<file path="config.mk">
export PLATFORM = sky130hd
export DESIGN_NAME = serial_pattern_detect
export DESIGN_NICKNAME = d
export VERILOG_FILES = /design/src/rtl/seqdet_pkg.sv /design/src/rtl/sd_next.sv /design/src/rtl/sd_out.sv /design/src/rtl/serial_pattern_detect.sv
export SDC_FILE = /design/constraint.sdc
export NUM_CORES = 1
export LEC_CHECK = 0
export BUFFER_PORTS_ARGS = -buffer_cell sky130_fd_sc_hd__buf_2
export CAP_MARGIN = 20
export CORE_AREA = 8 8 45 47
export CTS_CLUSTER_DIAMETER = 80
export CTS_CLUSTER_SIZE = 30
export DETAILED_ROUTE_END_ITERATION = 7
export DIE_AREA = 0 0 53 55
export SKIP_LAST_GASP = 1
export SLEW_MARGIN = 0
export SYNTH_ARGS = -nofsm -noshare
export SYNTH_HDL_FRONTEND = slang
export SYNTH_HIERARCHICAL = 1
export SYNTH_SLANG_ARGS = --single-unit
</file>
<file path="constraint.sdc">
create_clock -name clk -period 2.08 [get_ports clk]
set_input_delay 0.104 -clock clk [delete_from_list [all_inputs] [get_ports clk]]
set_output_delay 0.104 -clock clk [all_outputs]
set_load 0.1 [all_outputs]
</file>
<file path="src/rtl/seqdet_pkg.sv">
`timescale 1ns/1ps
package seqdet_pkg;
    localparam int PAT_LEN = 7;
    localparam int ST_W    = 3;
    localparam logic [PAT_LEN-1:0] PATTERN = 7'b0110011;

    // Names give the number of leading pattern bits matched.
    typedef enum logic [ST_W-1:0] {
        ST_M0  = 3'b000,
        ST_M1  = 3'b111,
        ST_M2  = 3'b101,
        ST_M3  = 3'b001,
        ST_M4  = 3'b010,
        ST_M5  = 3'b110,
        ST_M6  = 3'b011,
        ST_HIT = 3'b100
    } sd_state_e;

    typedef struct packed {
        sd_state_e state;
    } sd_regs_t;
endpackage

</file>
<file path="src/rtl/sd_next.sv">
`timescale 1ns/1ps
module sd_next
    import seqdet_pkg::*;
(
    input  sd_state_e cur,
    input  logic      bit_in,
    output sd_state_e nxt
);
    // Each arc leads to the longest suffix that is still a pattern prefix.
    always_comb begin
        unique case (cur)
            ST_M0:   nxt = bit_in ? ST_M0  : ST_M1;
            ST_M1:   nxt = bit_in ? ST_M2  : ST_M1;
            ST_M2:   nxt = bit_in ? ST_M3  : ST_M1;
            ST_M3:   nxt = bit_in ? ST_M0  : ST_M4;
            ST_M4:   nxt = bit_in ? ST_M2  : ST_M5;
            ST_M5:   nxt = bit_in ? ST_M6  : ST_M1;
            ST_M6:   nxt = bit_in ? ST_HIT : ST_M1;
            ST_HIT:  nxt = bit_in ? ST_M0  : ST_M4;  // trailing 0110 kept
            default: nxt = ST_M0;
        endcase
    end
endmodule

</file>
<file path="src/rtl/sd_out.sv">
`timescale 1ns/1ps
module sd_out
    import seqdet_pkg::*;
(
    input  sd_state_e cur,
    input  logic      bit_in,
    output logic      hit_reg,
    output logic      hit_comb
);
    always_comb begin
        hit_reg  = (cur == ST_HIT);
        hit_comb = (cur == ST_M6) && bit_in;
    end
endmodule

</file>
<file path="src/rtl/serial_pattern_detect.sv">
`timescale 1ns/1ps
module serial_pattern_detect
    import seqdet_pkg::*;
(
    input  logic            clk,
    input  logic            rst,
    input  logic            din,
    output logic            det_reg,
    output logic            det_comb,
    output logic [ST_W-1:0] state_code
);
    sd_regs_t  regs_d, regs_q;
    sd_state_e step_nxt;

    sd_next u_next (
        .cur    (regs_q.state),
        .bit_in (din),
        .nxt    (step_nxt)
    );

    sd_out u_out (
        .cur      (regs_q.state),
        .bit_in   (din),
        .hit_reg  (det_reg),
        .hit_comb (det_comb)
    );

    always_comb begin
        regs_d = regs_q;
        if (rst) regs_d.state = ST_M0;
        else     regs_d.state = step_nxt;
    end

    always_ff @(posedge clk) begin
        regs_q <= regs_d;
    end

    assign state_code = regs_q.state;

    // a reset edge always lands in code 000, whatever din is.
    a_r1_reset_to_idle: assert property (@(posedge clk)
        rst |=> (state_code == 3'b000) && !det_reg);

    // the registered flag echoes the combinational flag one cycle later.
    a_r3_reg_follows_comb: assert property (@(posedge clk) disable iff (rst)
        $past(!rst) |-> (det_reg == $past(det_comb)));

    // an accepted completing bit always moves the machine to the full-match code.
    a_r2_comb_leads_to_hit: assert property (@(posedge clk) disable iff (rst)
        det_comb |=> (state_code == 3'b100));

    // a 0 after a full match keeps four matched bits (0110).
    a_r4_overlap_zero: assert property (@(posedge clk) disable iff (rst)
        (det_reg && !din) |=> (state_code == 3'b010));

    // a 1 after a full match leaves nothing matched.
    a_r4_overlap_one: assert property (@(posedge clk) disable iff (rst)
        (det_reg && din) |=> (state_code == 3'b000));

    // the two flags never coincide.
    a_r6_flags_exclusive: assert property (@(posedge clk) disable iff (rst)
        $onehot0({det_reg, det_comb}));
endmodule

</file>
Yosys cells after proc, flatten, opt, wreduce, memory -nomap -nowiden:

Index checks and enable logic that the tools add are counted.

* output and inout port bits: 5
* register bits after elaboration: 3

* reduce and logical (&&, ||, !) cells: 3
* multiplexer cells: 8
* equality and inequality tests: 7

Operator list (number)
* $pmux W3 S7: 1
* $eq A3 B3 Y1 const B: 4
* $mux W3: 3
* $mux W2: 4
* $eq A3 B2 Y1 const B: 2
* $eq A3 B1 Y1 const B: 1
* $logic_not A3 Y1: 1
* $reduce_or A2 Y1: 1
* $logic_and A1 B1 Y1: 1

Logic depth before layout (Yosys ltp):

* depth after elaboration: 3
* gate-level depth with buffers: 4
* mapped depth without buffers: 4

Hierarchy:

The synthesis kept the hierarchy.

By module, submodules not included
* serial_pattern_detect: instances 1, seq. area each 60.1 µm², cells an instance 6, area each 78.8 µm²
* sd_next: instances 1, seq. area each 0.0 µm², cells an instance 12, area each 65.1 µm²
* sd_out: instances 1, seq. area each 0.0 µm², cells an instance 2, area each 17.5 µm²

Worst setup path before layout:

OpenSTA, ideal clock, no wires.

* kind: reg2out
* start point: register regs_q[2] (netlist: state_code[2])
* end point: output det_reg
* path buffers: 0
* arrival time: 3340 ps
* cell stages (with the launch flop): 2
* setup slack: -1364 ps
* path through: dfxtp_1 nor3b_1

* word-level cells in the longest chain between the ends: 1

RTL lines
* start: declaration: RTL line serial_pattern_detect.sv:12 `sd_regs_t regs_d, regs_q;`
* start signal: assignment: RTL line serial_pattern_detect.sv:35 `regs_q <= regs_d;`
* $eq A3 B3 Y1: RTL line sd_out.sv:11 `hit_reg = (cur == ST_HIT);`
* end: declaration: RTL line serial_pattern_detect.sv:8 `output logic det_reg,`

Every way passes these cells.

Worst setup path after layout:

* start point: register regs_q[0] (netlist: state_code[0])
* end point: output det_comb

* word-level cells in the longest chain between the ends: 2

RTL lines
* $eq A3 B2 Y1: RTL line sd_out.sv:12 `hit_comb = (cur == ST_M6) && bit_in;`
* $logic_and A1 B1 Y1: RTL line sd_out.sv:12
* end: declaration: RTL line serial_pattern_detect.sv:9 `output logic det_comb,`

Every way passes these cells.

==> reports/metrics.csv <==
stage,metric,value,unit
status,status,finished clean,
logic_synthesis,ys flop type,dfxtp_1,
logic_synthesis,Cells after Synth,20,
clock_tree,H-Tree Depth,1,
timing,Setup TNS Final,0,ns
flow_run,max-cap viol count,0,
routing,Total Routed Length,419,um
critical_path,Required @ worst endpoint,1.98,ns
pwr,PwrDens,1070,mW/mm^2
clock_tree,CTS Buffer Depth,2,
timing,Min Hold Slack,0.0638,ns
global_routing,largest net degree at the start of global routing,11,
pwr,leakage power,0.111,nW
placed_design,Port Buffer Count,7,
logic_synthesis,number of synthesized flops with an enable pin,0,
logic_synthesis,Post-synth top cells,"nor2b_1, dfxtp_1, a21oi_1",
logic_synthesis,Yosys warning count,6,
clock_tree,clock sinks,3,
logic_synthesis,Post-Syn Area,161,um^2
floorplanning,core footprint,0.00138,mm^2
routing,Initial DRT Pass Iterations,1,
placed_design,pre-CTS setup slack,0.786,ns
clock_tree,TritonCTS Buffers,3,
logic_synthesis,Yosys cell types,14,
floorplanning,die width,53,um
finish,utilization after layout,18.4,%
timing,fmax,0.656,GHz
floorplanning,Chip Height,55,um
pwr,Max VDD drop,0.000202,V
floorplanning,Initial Util,11.7,%
placed_design,Placer Congestion,0.690,
timing,Slew HR,67.6,%
floorplanning,I/O Pins,8,
critical_path,crit path max fanout,10,
routing,DRC,0,
timing,Final WS setup,0.556,ns
clock_tree,"Reg clk slew, reported paths",0.04,ns
logic_synthesis,"Seq/Total Area, Yosys",37.2,%
finish,final instance area,255,um^2
floorplanning,Site Rows,14,
placed_design,placed cell count,43,
global_routing,initial antenna violation count,0,
logic_synthesis,top-count cell post-synth,nor2b_1,
timing,clock skew,0.00295,ns
global_routing,total track usage,3.98,%
timing,"Setup violations, final",0,
global_routing,vias in the first global route,172,
timing,final hold violation count,0,
clock_tree,setup bufs post-CTS,0,
critical_path,WS Path Type,flip-flop to output port,
logic_synthesis,synthesized net count,23,
routing,via count,173,
pwr,final total power,0.272,mW
clock_tree,clk_lat worst skew,0.23,ns
finish,nets,35,
routing,Vias/cell,3.68,
critical_path,Critical Path End Type,output port,
clock_tree,CTS root buffer,clkbuf_4,
routing,Routed Antenna Nets,0,
min_path,HP Class,input pin to flip-flop,
routing,drt wl/cell,8.91,um
finish,Post-Layout Cell Count,47,
logic_synthesis,synthesized area per cell,8.07,um^2
floorplanning,Die Area,0.00292,mm^2
logic_synthesis,Yosys reg bits,3,
global_routing,gr ovfl total,0,
clock_tree,CTS Hold Buffers Added,0,
timing,Worst Tran Pin Value,0.490,ns
critical_path,"Arr. time, crit path",1.42,ns
timing,fin. max-slew vios,0,
finish,Diodes inserted,0,
logic_synthesis,post-synth top area share,37.2,%
logic_synthesis,Async SR Flop Fraction,0,%
clock_tree,CTS tree,built,
clock_tree,CTS resizes,0,
timing,Final period util,73.3,%
logic_synthesis,Synth area leaders,"dfxtp_1, nor2b_1, a21oi_1, and4b_1, xnor2_1",
finish,area grow syn2layout,58.1,%
logic_synthesis,Synth area leader,dfxtp_1,
timing,fin crit period,1.52,ns
finish,layout cell share with drive strength beyond 1,38.7,%
routing,DRT iter0 DRCs,0,
finish,Largest register FFs,3,
global_routing,wire length of the first global-routing pass,752,um
timing,RSZ-0062 raised after global routing,no,
critical_path,kind of start point of the critical path,flip-flop,
placed_design,post-placement cell area,229,um^2
[logic make-up (layout without fill, tap and decap cells)]
family	Yosys count	count (layout)	synth area share, %
compound gates	5	5	16.3
xor+xnor	1	1	5.43
buf+inv	1	12	2.32
flops	3	3	37.2
simple gates	10	10	38.8
[power breakdown]
part | internal (mW) | switching [mW] | total, mW | leakage, nW
Clock | 0.0717 | 0.0276 | 0.0993 | 0.0150
Sequential | 0.0637 | 0.0137 | 0.0774 | 0.0250
Combinational | 0.0240 | 0.0714 | 0.0953 | 0.0707
[worst paths after layout]
path,from,to,slack (ns),depth (start not counted)
min reg2reg,state_code[2],state_code[1],0.72,3
max,state_code[0],det_comb,0.56,2
min,rst,state_code[2],0.06,2
max reg2reg,state_code[0],state_code[2],1.05,4
[layout by cell type (no fill, tap or decap)]
| cell | netlist | routed |
|---|---|---|
| o22ai_1 | 1 | 1 |
| clkbuf_1 | 0 | 1 |
| nand2_1 | 1 | 1 |
| a21oi_1 | 2 | 2 |
| nor2_1 | 1 | 1 |
| o21ai_0 | 1 | 1 |
| nor3_1 | 1 | 1 |
| o21ai_1 | 1 | 1 |
| nand3b_1 | 1 | 1 |
| clkbuf_4 | 0 | 3 |
| xnor2_1 | 1 | 1 |
| nor3b_4 | 0 | 1 |
| nor2b_1 | 4 | 4 |
| inv_1 | 1 | 1 |
| and4b_2 | 0 | 1 |
| buf_2 | 0 | 7 |
| dfxtp_1 | 3 | 3 |
[area by class of cell]
class / instances / area [um^2]
multi-input cells: 16 / 110
flip-flops and latches: 3 / 60.1
fillers: 166 / 1130
inverters: 1 / 3.75
repair buffers: 7 / 35.0
well taps: 16 / 20.0
clock buffers: 4 / 26.3
[metal layers]
layer	global-route usage (%)	share of wire, %	wire [um]	vias up
li1	-	-	-	91
met1	3.33	38	158	76
met2	4.88	50	210	6
met3	2.94	12	50	0
met4	6.47	0	0	0
met5	0	0	0	-
[worst max-delay path: stages (launching register included)]
cell and delay, ns:
dfxtp_1 0.51, and4b_2 0.26, buf_2 0.42
Note: power is estimated with default switching activity, not from simulation.
